==> src/rtl/trap_cmp_pkg.sv <==
package trap_cmp_pkg;

  localparam int unsigned NUM_REL = 5;

  // Field order matches the condition mask: slt is bit 4, ugt is bit 0.
  typedef struct packed {
    logic slt;
    logic sgt;
    logic eq;
    logic ult;
    logic ugt;
  } rel_t;

endpackage

==> src/rtl/trap_rel_compare.sv <==
module trap_rel_compare
  import trap_cmp_pkg::*;
#(
  parameter int unsigned XLEN   = 64,
  parameter int unsigned WORD_W = 32
) (
  input  logic            clk,
  input  logic            rst_n,
  input  logic [XLEN-1:0] op_a,
  input  logic [XLEN-1:0] op_b,
  input  logic            wide,
  output rel_t            rel
);

  localparam int unsigned EXT_W = XLEN - WORD_W;

  logic [XLEN-1:0] a_sx, b_sx, a_zx, b_zx;

  generate
    if (EXT_W == 0) begin : g_same_width
      assign a_sx = op_a;
      assign b_sx = op_b;
      assign a_zx = op_a;
      assign b_zx = op_b;
    end else begin : g_width_sel
      assign a_sx = wide ? op_a : {{EXT_W{op_a[WORD_W-1]}}, op_a[WORD_W-1:0]};
      assign b_sx = wide ? op_b : {{EXT_W{op_b[WORD_W-1]}}, op_b[WORD_W-1:0]};
      assign a_zx = wide ? op_a : {{EXT_W{1'b0}}, op_a[WORD_W-1:0]};
      assign b_zx = wide ? op_b : {{EXT_W{1'b0}}, op_b[WORD_W-1:0]};
    end
  endgenerate

  always_comb begin
    rel.slt = $signed(a_sx) < $signed(b_sx);
    rel.sgt = $signed(a_sx) > $signed(b_sx);
    rel.eq  = a_zx == b_zx;
    rel.ult = a_zx < b_zx;
    rel.ugt = a_zx > b_zx;
  end


  eq_excludes_order_chk: assert property (@(posedge clk) disable iff (!rst_n)
    rel.eq |-> !(rel.slt || rel.sgt || rel.ult || rel.ugt));


  word_low_equal_chk: assert property (@(posedge clk) disable iff (!rst_n)
    (!wide && op_a[WORD_W-1:0] == op_b[WORD_W-1:0]) |-> rel.eq);

endmodule

==> src/rtl/trap_mask_reduce.sv <==
module trap_mask_reduce
  import trap_cmp_pkg::*;
(
  input  logic               clk,
  input  logic               rst_n,
  input  rel_t               rel,
  input  logic [NUM_REL-1:0] mask,
  output logic               hit
);

  logic [NUM_REL-1:0] rel_vec;
  logic [NUM_REL-1:0] gated;

  assign rel_vec = rel;

  generate
    for (genvar i = 0; i < NUM_REL; i++) begin : g_gate
      assign gated[i] = rel_vec[i] & mask[i];
    end
  endgenerate

  assign hit = |gated;


  zero_mask_quiet_chk: assert property (@(posedge clk) disable iff (!rst_n)
    (mask == '0) |-> !hit);


  full_mask_fires_chk: assert property (@(posedge clk) disable iff (!rst_n)
    (&mask) |-> hit);

endmodule

==> src/rtl/trap_out_stage.sv <==
module trap_out_stage #(
  parameter int unsigned         CAUSE_W = 4,
  parameter logic [CAUSE_W-1:0]  CAUSE   = 4'd2
) (
  input  logic               clk,
  input  logic               rst_n,
  input  logic               in_valid,
  output logic               in_ready,
  input  logic               hit,
  output logic               out_valid,
  input  logic               out_ready,
  output logic               out_trap,
  output logic [CAUSE_W-1:0] out_cause
);

  logic accept;

  assign in_ready = !out_valid || out_ready;
  assign accept   = in_valid && in_ready;

  always_ff @(posedge clk or negedge rst_n) begin
    if (!rst_n) begin
      out_valid <= 1'b0;
      out_trap  <= 1'b0;
      out_cause <= '0;
    end else if (accept) begin
      out_valid <= 1'b1;
      out_trap  <= hit;
      out_cause <= hit ? CAUSE : '0;
    end else if (out_ready) begin
      out_valid <= 1'b0;
    end
  end


  accept_to_result_chk: assert property (@(posedge clk) disable iff (!rst_n)
    accept |=> out_valid);


  hold_while_stalled_chk: assert property (@(posedge clk) disable iff (!rst_n)
    (out_valid && !out_ready) |=> (out_valid && $stable(out_trap) && $stable(out_cause)));


  cause_tracks_flag_chk: assert property (@(posedge clk) disable iff (!rst_n)
    out_valid |-> (out_trap ? (out_cause == CAUSE) : (out_cause == '0)));

endmodule

==> src/rtl/trap_cmp_unit.sv <==
module trap_cmp_unit
  import trap_cmp_pkg::*;
#(
  parameter int unsigned        XLEN       = 64,
  parameter int unsigned        WORD_W     = 32,
  parameter int unsigned        CAUSE_W    = 4,
  parameter logic [CAUSE_W-1:0] TRAP_CAUSE = 4'd2
) (
  input  logic               clk,
  input  logic               rst_n,
  input  logic               in_valid,
  output logic               in_ready,
  input  logic [XLEN-1:0]    in_op_a,
  input  logic [XLEN-1:0]    in_op_b,
  input  logic [NUM_REL-1:0] in_mask,
  input  logic               in_wide,
  output logic               out_valid,
  input  logic               out_ready,
  output logic               out_trap,
  output logic [CAUSE_W-1:0] out_cause
);

  rel_t rel;
  logic hit;

  trap_rel_compare #(.XLEN(XLEN), .WORD_W(WORD_W)) u_rel (
    .clk   (clk),
    .rst_n (rst_n),
    .op_a  (in_op_a),
    .op_b  (in_op_b),
    .wide  (in_wide),
    .rel   (rel)
  );

  trap_mask_reduce u_mask (
    .clk   (clk),
    .rst_n (rst_n),
    .rel   (rel),
    .mask  (in_mask),
    .hit   (hit)
  );

  trap_out_stage #(.CAUSE_W(CAUSE_W), .CAUSE(TRAP_CAUSE)) u_out (
    .clk       (clk),
    .rst_n     (rst_n),
    .in_valid  (in_valid),
    .in_ready  (in_ready),
    .hit       (hit),
    .out_valid (out_valid),
    .out_ready (out_ready),
    .out_trap  (out_trap),
    .out_cause (out_cause)
  );


  stall_blocks_input_chk: assert property (@(posedge clk) disable iff (!rst_n)
    (out_valid && !out_ready) |-> !in_ready);

endmodule

==> config.mk <==
export PLATFORM = sky130hd
export DESIGN_NAME = trap_cmp_unit
export DESIGN_NICKNAME = d
export VERILOG_FILES = /design/src/rtl/trap_cmp_pkg.sv /design/src/rtl/trap_rel_compare.sv /design/src/rtl/trap_mask_reduce.sv /design/src/rtl/trap_out_stage.sv /design/src/rtl/trap_cmp_unit.sv
export SDC_FILE = /design/constraint.sdc
export NUM_CORES = 1
export LEC_CHECK = 0
export BUFFER_PORTS_ARGS = -buffer_cell sky130_fd_sc_hd__buf_2
export CAP_MARGIN = 40
export CORE_UTILIZATION = 45
export DETAILED_ROUTE_END_ITERATION = 8
export PLACE_DENSITY = 0.86
export SYNTH_ARGS = -nofsm -noshare
export SYNTH_HDL_FRONTEND = slang
export SYNTH_HIERARCHICAL = 1
export SYNTH_SLANG_ARGS = --single-unit
==> constraint.sdc <==
create_clock -name clk -period 1.3 [get_ports clk]
set_clock_uncertainty 0.05 [all_clocks]
set_input_delay 0.195 -clock clk [delete_from_list [all_inputs] [get_ports clk]]
set_output_delay 0.195 -clock clk [all_outputs]
set_load 0.01 [all_outputs]
==> results of run 1 <==
[per-stage QoR]
stage          area (µm²)  util (%)
2_1_floorplan        3400         -
3_3_place_gp         4430      65.5
3_5_place_dp         4430      65.5
4_1_cts              4490      66.5
5_1_grt              4510      66.7
6_report             4510      66.7
[layout by cell type, fill, tap and decap left out, types with 3 or more instances in the layout]
master    instances
buf_2           141
and2_4            4
ha_1             92
nand2b_1         31
buf_4            44
o21ai_0          14
buf_12            5
a21oi_1          62
clkbuf_8          3
nand2_1          61
nor2_1           14
and4_1            3
and2_1           29
ha_4              4
nand2b_4          5
nand3_1           5
inv_1            35
a21oi_2           4
a21o_1           11
a221oi_2          3
nand4_1          19
conb_1            3
[sequential cells by signal (all words and copies together) (netlist names)]
register,cells
u_out/out_cause,1
u_out/out_valid,1
[worst max path at each step]
| stage | start | endpoint | slack (ps) | cells after the start |
|---|---|---|---|---|
| after floorplan | in_wide | u_out/out_cause[1] | -1360 | 14 |
| after global placement | in_wide | u_out/out_cause[1] | -2040 | 13 |
| after detailed placement | in_wide | u_out/out_cause[1] | -2170 | 13 |
| after CTS | in_wide | u_out/out_cause[1] | -1610 | 16 |
| after global routing | in_wide | u_out/out_cause[1] | -1810 | 16 |
| final | in_wide | u_out/out_cause[1] | -1620 | 16 |
[cell usage after synthesis, types with 5 or more instances]
library cell and count:
ha_1 96, a21oi_1 66, nand2_1 61, inv_1 36
nand2b_1 35, and2_1 33, nand4_1 19, nor2_1 15
o21ai_0 14, clkbuf_1 13, a21o_1 11, nand3_1 5
[routing by layer]
layer | part of all wire, % | vias to the layer above
met1 | 42 | 1783
met2 | 50 | 135
met4 | 2.7 | 0
li1 | - | 1960
met5 | 0 | -
met3 | 5.0 | 29
[layout make-up]
class | instances | share of cell area [%]
Multi-Input combinational cell | 395 | 67.3
Timing Repair Buffer | 191 | 25.4
Inverter | 36 | 3.00
Tap cell | 80 | 2.22
Sequential cell | 2 | 1.11
Clock buffer | 3 | 0.916
[logic make-up (layout without fill, tap and decap cells)]
group                      after synthesis  in the layout  synth area share, %
and+or+nand+nor                        182            182                 30.4
other                                    1              3                0.119
DFF                                      2              2                 1.59
adders and majority gates               96             96                 38.2
buffers and inverters                   56            230                 7.17
muxes                                    2              2                0.796
xor gates and xnor gates                 1              1                0.279
AOI/OAI and AO/OA                      111            111                 21.4
[what timing repair did]
action	4_1_cts	5_1_grt
endpoints found under the hold margin	2	0
pin swaps	2	1
setup buffers	0	0
endpoints found under the setup margin	1	1
hold buffers	1	0
gates resized for setup	3	3
[worst register-to-register path: stages, from the launching register on]
cell	delay, ps
dfrtp_1	390
nand2b_4	90
nand2_2	60
mux2_4	280
[power by group through the flow]
stage	Sequential (mW)	Clock [mW]	Combinational, mW
floorplan	0.0903	0	0.987
global placement	0.0852	0	1.49
detailed placement	0.0861	0	1.57
CTS	0.0854	0.254	1.59
global route	0.0867	0.264	1.81
finish	0.0854	0.250	1.61
==> results by group, run 1 <==
Run status
  – Status: finished, violations left
  – Failing checks: setup timing

Routing
  – Drc violations: 0
  – DR iter-0 viols: ~120
  – WL per Instance: about 13 µm
  – Pre-Repair DR Iteration Count: 4
  – Routed WL: approximately 9 mm
  – Routed Antenna Nets: 0
  – Vias/cell: about 5.5
  – Via count: 3907

Cells and area
  – Layout cell share with drive strength beyond 1: a little over a third
  – # fillers: just over 600
  – Footprint of the multi-input gates: 3040 µm²
  – Area Growth Syn to Fin: 43.5%
  – Seq. cell area: 50.0 µm²
  – Final net count: about 860
  – Final instance count without filler cells: just over 700
  – Antenna fix cells: 0

Placed design
  – GPL Wtd Cong: 0.849
  – Pre-CTS setup slack: -2170 ps
  – Count of port buffers added during placement: around 140
  – Post-placement cell count: around 700
  – HPWL after DPL: about 8.1 mm

Pwr
  – Pwr Total: around 1.9 mW
  – PD cells: 432 nW/µm²
  – Clock power frac: between 10% and 20%
  – Sw power: approximately 850 µW
  – Sequential power share: around 4.4%
  – P_int: ~1.1 mW
  – Logic gate share of total power: between 80% and 90%
  – Worst IR Drop VDD: between 200 and 250 µV
  – Switching Share: between 40% and 50%
  – Leak Pwr: about 2.6 nW

Global routing
  – GR Layer Usage met3: between 2 and 3%
  – Total Routing Usage GR: approximately a quarter
  – Initial antenna violation count: 0
  – Grt total ovfl: 0
  – Vias in the first global route: between 3000 and 4000
  – Grt met2 use: 46.5%
  – GR peak layer: met2
  – First-pass GRT wire length: approximately 15 mm
  – Largest net degree at the start of global routing: 41
  – Met1 Resource Use GR: about 29%

Setup path
  – CP max FO: 29
  – WP buf/inv: 3
  – Most common cell on crit path: a21oi_1
  – Crit end category: register
  – Reg2reg path depth: 3
  – Slowest stage delay, CP: ~320 ps
  – CP delay by family, top: compound AO/OA/AOI/OAI gates
  – Worst reg-to-reg setup slack: just over 300 ps
  – Reg2reg end: u_out/out_cause[1]
  – Crit start category: input pin
  – WP data required: 1340 ps
  – Worst path slowest cell: a221oi_2
  – Worst path cell trace: buf_2 > buf_4 > nor2_4 > buf_12 > a21oi_1 > ha_1 > a21oi_1 > o21ai_0 > a221oi_2 > o311ai_1 > nor2_1 > o221ai_2 > mux2i_1 > a222oi_1 > nand2_1 > mux2_4
  – Data arrival time of the worst path: 2970 ps
  – R2r startpoint: u_out/out_valid
  – Worst Setup Path Type: input pin to register

Floorplanning
  – Die area: between 7000 and 8000 µm²
  – Top-Level Pins: around 150
  – Initial Util: a little under half
  – Vert. Die Dim: around 86 µm
  – Core ar.: 6760 µm²
  – Row count: 30
  – Die W: between 80 and 90 µm

Logic synthesis
  – Primary FF master, synth: dfrtp_1
  – Area contributors post-synth: ha_1 38%, a21oi_1 11%, nand2_1 7.3%
  – Synthesis Warnings: 6
  – Synth area leader: ha_1
  – Post-Syn Area: between 3000 and 4000 µm²
  – EDFF count, synth: 0
  – Post-synthesis instance total: 451
  – Area share of the largest cell type after synthesis: between 30% and 40%
  – Register area share after synthesis: under 10%
  – Register bit count reported by yosys: 2
  – Synth async-reset ratio: 100%
  – Avg Cell Area, Syn: roughly 7 µm²
  – Post-synth cell types: 41

Flow run
  – Max-cap violations: 0

STA
  – Final Hold Vio Count: 0
  – Minimum clock period: just under 3000 ps
  – WHS: 146 ps
  – Unrepaired setup endpoints after global routing: yes
  – Final setup violation count: 1
  – Final period util: 225%
  – Setup WS post-layout: -1620 ps
  – Fmax: 342 MHz
  – Max Transition Viols Final: 0
  – Sum Neg Setup Slack: -1620 ps

Clock tree
  – Skew-Pair Late Insertion Delay: roughly 210 ps
  – Clock Tree Root: clkbuf_8
  – Worst-case clock buffer depth: 2
  – CTS tree: built
  – Clk sinks: 2
  – Reg clk slew, reported paths: 30 ps
  – Htree depth: 1
  – Total CTS buffers: 3

Min path
  – Hold Path Origin: in_valid
  – Hold path endpoint: u_out/out_valid
  – Hold crit path type: input pin to register
  – Hold path cells: 2
No activity file was read; power rests on OpenSTA's default activity.
==> run 2, diff against run 1 <==
--- a/config.mk
+++ b/config.mk
@@ -8,7 +8,9 @@
 export BUFFER_PORTS_ARGS = -buffer_cell sky130_fd_sc_hd__buf_2
 export CAP_MARGIN = 40
 export CORE_UTILIZATION = 45
+export CTS_CLUSTER_DIAMETER = 80
 export DETAILED_ROUTE_END_ITERATION = 8
+export GPL_ROUTABILITY_DRIVEN = 1
 export PLACE_DENSITY = 0.86
 export SYNTH_ARGS = -nofsm -noshare
 export SYNTH_HDL_FRONTEND = slang
==> constraint.sdc (replaced) <==
create_clock -name clk -period 1.3 [get_ports clk]
set_clock_uncertainty 0.05 [all_clocks]
set_input_delay 0.26 -clock clk [delete_from_list [all_inputs] [get_ports clk]]
set_output_delay 0.26 -clock clk [all_outputs]
set_load 0.01 [all_outputs]
==> results by group, run 2 (synthesis gave the netlist of run 1 again) <==
Run status
  – Status: finished, violations left (unchanged)
  – Failing checks: setup timing (unchanged)

Cells and area
  – Area Growth Syn to Fin: 51.0% (was 43.5%)
  – Utilization after layout: 70.2% (was 66.7%)
  – Antenna fix cells: 0 (unchanged)
  – Final net count: 873 (was 863)
  – Most common cell after layout, fill and taps aside: buf_2 (unchanged)
  – Largest registers: u_out/out_cause (1), u_out/out_valid (1) (unchanged)
  – Most frequent cells in the layout: 140 x buf_2, 90 x ha_1, 61 x nand2_1, 56 x a21oi_1, 48 x buf_4 (was 141 x buf_2, 92 x ha_1, 62 x a21oi_1, 61 x nand2_1, 44 x buf_4)
  – Non-Filler Cell Area, Final: 4740 µm² (was 4510 µm²)
  – Layout cell share with drive strength beyond 1: 38.0% (was 35.4%)

Pwr
  – Worst IR Drop VDD: 237 µV (was 222 µV)
  – Leak Pwr: 2.64 nW (was 2.55 nW)
  – PD cells: 443 nW/µm² (was 432 nW/µm²)

Flow run
  – Max-cap violations: 0 (unchanged)

Placed design
  – HPWL after DPL: 8.28 mm (was 8.11 mm)
  – Pre-CTS setup slack: -2210 ps (was -2170 ps)
  – Placed Area: 4430 µm² (unchanged)
  – GPL Wtd Cong: 0.844 (was 0.849)
  – Count of port buffers added during placement: 141 (unchanged)

Setup path
  – Crit end category: register (unchanged)
  – Worst path slowest cell: ha_1 (was a221oi_2)
  – Slowest stage delay, CP: 320 ps (about the same)
  – Crit start category: input pin (unchanged)
  – CP max FO: 7 (was 29)
  – Worst Setup Path Type: input pin to register (unchanged)
  – Most common cell on crit path: buf_6 (was a21oi_1)
  – Reg2reg path depth: 3 (unchanged)
  – WP data required: 1340 ps (about the same)
  – Data arrival time of the worst path: 3160 ps (was 2970 ps)
  – Worst path cell trace: buf_12 > buf_6 > nor2_4 > clkbuf_16 > buf_6 > a21oi_2 > ha_1 > a21oi_1 > o21ai_0 > a22oi_1 > o311ai_2 > nor2_1 > o221ai_2 > mux2i_1 > a222oi_1 > nand2_1 > mux2_4 (was buf_2 > buf_4 > nor2_4 > buf_12 > a21oi_1 > ha_1 > a21oi_1 > o21ai_0 > a221oi_2 > o311ai_1 > nor2_1 > o221ai_2 > mux2i_1 > a222oi_1 > nand2_1 > mux2_4)

Global routing
  – Largest net degree at the start of global routing: 41 (unchanged)
  – Initial antenna violation count: 0 (unchanged)
  – First-pass GRT wire length: 15.5 mm (was 15.3 mm)
  – Vias in the first global route: 3819 (was 3764)
  – Grt total ovfl: 0 (unchanged)
  – Total Routing Usage GR: 25.3% (was 25.0%)

Clock tree
  – CTS tree: built (unchanged)
  – Total CTS buffers: 3 (unchanged)
  – Clk sinks: 2 (unchanged)
  – Reg clk slew, reported paths: 30 ps (about the same)
  – Clock Tree Root: clkbuf_8 (unchanged)
  – Htree depth: 1 (unchanged)
  – Skew-Pair Late Insertion Delay: 210 ps (about the same)
  – Worst-case clock buffer depth: 2 (unchanged)

Floorplanning
  – Die W: 85.6 µm (unchanged)
  – Top-Level Pins: 145 (unchanged)
  – Core ar.: 6760 µm² (unchanged)
  – Row count: 30 (unchanged)
  – Die area: 7320 µm² (unchanged)
  – Initial Util: 46.5% (unchanged)
  – Vert. Die Dim: 85.6 µm (unchanged)

STA
  – Final period util: 240% (was 225%)
  – Setup WS post-layout: -1820 ps (was -1620 ps)
  – Unrepaired setup endpoints after global routing: yes (unchanged)
  – Final setup violation count: 1 (unchanged)
  – WHS: 210 ps (was 146 ps)
  – Sum Neg Setup Slack: -1820 ps (was -1620 ps)
  – Max Transition Viols Final: 0 (unchanged)
  – Final Hold Vio Count: 0 (unchanged)
  – Minimum clock period: 3120 ps (was 2920 ps)
  – Fmax: 321 MHz (was 342 MHz)

Routing
  – Drc violations: 0 (unchanged)
  – Routed Antenna Nets: 0 (unchanged)
  – Via count: 4034 (was 3907)
  – WL per Instance: 14.9 µm (was 13.1 µm)
  – Pre-Repair DR Iteration Count: 4 (unchanged)
  – Vias/cell: 5.63 (was 5.53)
  – Routed WL: 10.7 mm (was 9.28 mm)
  – DR iter-0 viols: 213 (was 116)

Min path
  – Hold crit path type: input pin to register (unchanged)
  – Hold path cells: 2 (unchanged)
[run 2: per-stage QoR]
| stage | total power, mW | cells |
|---|---|---|
| floorplan | 1.08 | 453 |
| global placement | 1.58 | 703 |
| detailed placement | 1.66 | 703 |
| CTS | 1.95 | 707 |
| global route | 2.31 | 717 |
| finish | 2.10 | 717 |
[run 2: worst max-delay path: cells and delay by family]
family / cells / cell delay, ps
AO/OA/AOI/OAI: 7 / 1150
buffers and inverters: 4 / 530
AND/OR/NAND/NOR: 3 / 470
multiplexers: 2 / 420
adder cells (fa/ha/maj): 1 / 320
[run 2: per-layer routing]
| layer | share of wire [%] | global-route usage, % |
|---|---|---|
| met1 | 40 | 30.2 |
| met2 | 50 | 46.5 |
| met3 | 5.4 | 2.60 |
| met4 | 4.2 | 9.55 |
| met5 | 0 | 0 |
[run 2: path summary, 6_finish.rpt]
kind                                         start                  to  slack, ps
worst max-delay path                       in_wide  u_out/out_cause[1]      -1820
worst min-delay path                      in_valid     u_out/out_valid        210
worst max register to register     u_out/out_valid  u_out/out_cause[1]        300
worst min register to register  u_out/out_cause[1]  u_out/out_cause[1]        500
max in group asynchronous                    rst_n  u_out/out_cause[1]        780
min in group asynchronous                    rst_n     u_out/out_valid        310
[run 2: what timing repair did]
| item | 4_1_cts | 5_1_grt |
|---|---|---|
| cloned | 0 | 4 |
| pin swaps | 5 | 17 |
| endpoints found under the hold margin | 2 | 0 |
| endpoints found under the setup margin | 1 | 1 |
| setup buffers | 0 | 6 |
| resized for setup | 6 | 22 |
| hold buffers | 1 | 0 |
[run 2: power breakdown]
group	total [mW]	switching [mW]	internal, mW
sequential	0.0863	0.0113	0.0749
combinational	1.77	0.868	0.903
clock	0.245	0.0495	0.196
[run 2: area by class of cell]
class                      count  area, µm²
clock buffer                   3       41.3
fill                         541       2010
inverter                      36        135
multi-input combinational    395       3120
sequential                     2       50.0
tap                           80        100
timing repair buffer         201       1300
==> run 3, diff against run 2 <==
--- a/config.mk
+++ b/config.mk
@@ -14,5 +14,4 @@
 export PLACE_DENSITY = 0.86
 export SYNTH_ARGS = -nofsm -noshare
 export SYNTH_HDL_FRONTEND = slang
-export SYNTH_HIERARCHICAL = 1
 export SYNTH_SLANG_ARGS = --single-unit
==> results by group, run 3 <==
Run status
  – Status: finished, violations left (unchanged)
  – Failing checks: setup timing (unchanged)

Global routing
  – Total Routing Usage GR: 28.0% (was 25.3%)
  – Grt total ovfl: 0 (unchanged)
  – Initial antenna violation count: 0 (unchanged)
  – Vias in the first global route: 4268 (was 3819)
  – Largest net degree at the start of global routing: 24 (was 41)
  – First-pass GRT wire length: 17.1 mm (was 15.5 mm)

Cells and area
  – Final instance count without filler cells: 727 (was 717)
  – Antenna fix cells: 0 (unchanged)
  – Seq. cell area: 50.0 µm² (unchanged)
  – Final net count: 883 (was 873)
  – Area Growth Syn to Fin: 56.9% (was 51.0%)
  – # fillers: 511 (was 541)
  – Most common cell after layout, fill and taps aside: buf_2 (unchanged)
  – Most frequent cells in the layout: 140 x buf_2, 84 x ha_1, 65 x buf_4, 60 x a21oi_1, 55 x nand2_1 (was 140 x buf_2, 90 x ha_1, 61 x nand2_1, 56 x a21oi_1, 48 x buf_4)
  – Footprint of the multi-input gates: 3220 µm² (was 3120 µm²)
  – Largest registers: u_out.out_cause (1), u_out.out_valid (1) (was u_out/out_cause (1), u_out/out_valid (1))
  – Layout cell share with drive strength beyond 1: 42.0% (was 38.0%)

Setup path
  – Worst path slowest cell: o41ai_2 (was ha_1)
  – Worst Setup Path Type: input pin to register (unchanged)
  – CP delay by family, top: compound AO/OA/AOI/OAI gates (unchanged)
  – Most common cell on crit path: a21oi_1 (was buf_6)
  – CP max FO: 13 (was 7)
  – WP buf/inv: 2 (was 4)
  – Worst path cell trace: buf_8 > buf_12 > and2_1 > nand2b_1 > ha_1 > a21oi_1 > o21ai_1 > a21oi_1 > nor3_1 > o41ai_2 > o211a_1 > mux2i_1 > a31oi_1 (was buf_12 > buf_6 > nor2_4 > clkbuf_16 > buf_6 > a21oi_2 > ha_1 > a21oi_1 > o21ai_0 > a22oi_1 > o311ai_2 > nor2_1 > o221ai_2 > mux2i_1 > a222oi_1 > nand2_1 > mux2_4)
  – Crit end category: register (unchanged)
  – Slowest stage delay, CP: 350 ps (was 320 ps)
  – WP data required: 1340 ps (about the same)
  – Data arrival time of the worst path: 2550 ps (was 3160 ps)
  – Crit start category: input pin (unchanged)

Floorplanning
  – Top-Level Pins: 145 (unchanged)
  – Row count: 30 (unchanged)
  – Initial Util: 46.4% (was 46.5%)
  – Die area: 7300 µm² (was 7320 µm²)
  – Vert. Die Dim: 85.4 µm (was 85.6 µm)
  – Die W: 85.4 µm (was 85.6 µm)
  – Core ar.: 6760 µm² (unchanged)

Placed design
  – Pre-CTS setup slack: -1710 ps (was -2210 ps)
  – HPWL after DPL: 8.73 mm (was 8.28 mm)
  – Post-placement cell count: 718 (was 703)
  – Count of port buffers added during placement: 141 (unchanged)
  – GPL Wtd Cong: 0.858 (was 0.844)

Logic synthesis
  – Post-synth cell types: 39 (was 41)
  – Synthesis Warnings: 0 (was 6)
  – Register bit count reported by yosys: 2 (unchanged)
  – Count leader, synth: ha_1 (unchanged)
  – Post-synthesis instance total: 447 (was 451)
  – Register area share after synthesis: 1.60% (was 1.59%)
  – Area contributors post-synth: ha_1 38%, a21oi_1 12%, nand2b_1 7.2% (was ha_1 38%, a21oi_1 11%, nand2_1 7.3%)
  – Post-Syn Area: 3130 µm² (was 3140 µm²)
  – EDFF count, synth: 0 (unchanged)
  – Synth area leader: ha_1 (unchanged)
  – Primary FF master, synth: dfrtp_1 (unchanged)
  – Synth async-reset ratio: 100% (unchanged)
  – Most instantiated cells after synthesis: 96 x ha_1, 72 x a21oi_1, 55 x nand2_1 (was 96 x ha_1, 66 x a21oi_1, 61 x nand2_1)
  – Area share of the largest cell type after synthesis: 38.3% (was 38.2%)
  – Avg Cell Area, Syn: 7.01 µm² (was 6.97 µm²)

Min path
  – Hold crit path type: input pin to register (unchanged)

STA
  – Setup WS post-layout: -1220 ps (was -1820 ps)
  – Max Transition Viols Final: 0 (unchanged)
  – Final period util: 194% (was 240%)
  – Unrepaired setup endpoints after global routing: yes (unchanged)
  – Final Hold Vio Count: 0 (unchanged)
  – WHS: 234 ps (was 210 ps)
  – Final setup violation count: 1 (unchanged)
  – Minimum clock period: 2520 ps (was 3120 ps)
  – Fmax: 398 MHz (was 321 MHz)

Clock tree
  – Worst-case clock buffer depth: 2 (unchanged)
  – CTS tree: built (unchanged)
  – Clock Tree Root: clkbuf_8 (unchanged)
  – Reg clk slew, reported paths: 30 ps (about the same)
  – Skew-Pair Late Insertion Delay: 220 ps (was 210 ps)
  – Htree depth: 1 (unchanged)
  – Total CTS buffers: 3 (unchanged)
  – Clk sinks: 2 (unchanged)

Flow run
  – Max-cap violations: 0 (unchanged)

Routing
  – Drc violations: 0 (unchanged)
  – WL per Instance: 14.5 µm (was 14.9 µm)
  – Via count: 4074 (was 4034)
  – Routed Antenna Nets: 0 (unchanged)
  – Routed WL: 10.5 mm (was 10.7 mm)
  – DR iter-0 viols: 252 (was 213)
  – Pre-Repair DR Iteration Count: 4 (unchanged)
  – Vias/cell: 5.60 (was 5.63)

Pwr
  – Pwr Total: 2.11 mW (was 2.10 mW)
  – Leak Pwr: 2.67 nW (was 2.64 nW)
  – PD cells: 429 nW/µm² (was 443 nW/µm²)
  – Worst IR Drop VDD: 548 µV (was 237 µV)
[run 3: layout make-up]
type                    instances  area share (%)
clock buffers                   3           0.840
inverters                      34            2.75
multi-input cells             393            65.5
flip-flops and latches          2            1.02
well taps                      80            2.04
repair buffers                215            27.8
[run 3: final timing paths]
path                                  from                  to  slack, ps  cells after the start
min                               in_valid     u_out.out_valid        230                      2
min reg2reg                u_out.out_valid     u_out.out_valid        550                      2
max reg2reg                u_out.out_valid  u_out.out_cause[1]        300                      4
max                                in_wide  u_out.out_cause[1]      -1220                     13
min in group asynchronous            rst_n  u_out.out_cause[1]        340                      2
max in group asynchronous            rst_n     u_out.out_valid        740                      2
[run 3: logic make-up after synthesis]
family / share of synthesized area (%)
flops: 1.60
buf+inv: 6.95
mux: 0.639
other cells: 0.120
fa+ha+maj: 38.3
simple gates: 30.1
compound gates: 22.2
[run 3: power breakdown]
| group | switching, mW | total, mW | internal (mW) | leakage (nW) |
|---|---|---|---|---|
| sequential | 0.00730 | 0.0780 | 0.0707 | 0.0209 |
| clock | 0.0539 | 0.250 | 0.196 | 0.0216 |
| combinational | 0.862 | 1.78 | 0.918 | 2.62 |
[run 3: repair_timing]
action | CTS | global route
setup endpoints to repair | 1 | 1
endpoints found under the hold margin | 2 | 0
pin swaps | 6 | 5
gates resized for setup | 19 | 13
gates cloned | 1 | 0
buffers inserted | 2 | 2
hold buffers | 1 | 0
[run 3: per-stage QoR]
| stage | setup TNS (ps) | cell area, µm² | util [%] |
|---|---|---|---|
| after floorplan | -1050 | 3480 | - |
| final | -1220 | 4920 | 72.8 |
| after detailed placement | -1710 | 4620 | 68.4 |
| after global placement | -1550 | 4620 | 68.4 |
| after global routing | -1360 | 4920 | 72.8 |
| after CTS | -1210 | 4820 | 71.3 |
[run 3: layer usage]
| metal | vias to the layer above | share of wire (%) | global-route usage, % |
|---|---|---|---|
| li1 | 1997 | - | - |
| met2 | 165 | 55 | 57.0 |
| met3 | 28 | 6.2 | 3.50 |
| met4 | 0 | 2.3 | 9.70 |
| met1 | 1884 | 37 | 28.9 |
| met5 | - | 0 | 0 |
[run 3: worst register-to-register path, cell delays in order (launching register included)]
cell and delay (ps):
dfrtp_1 380, nand2b_1 140, nand2_1 70, a21oi_1 130, a31oi_1 100
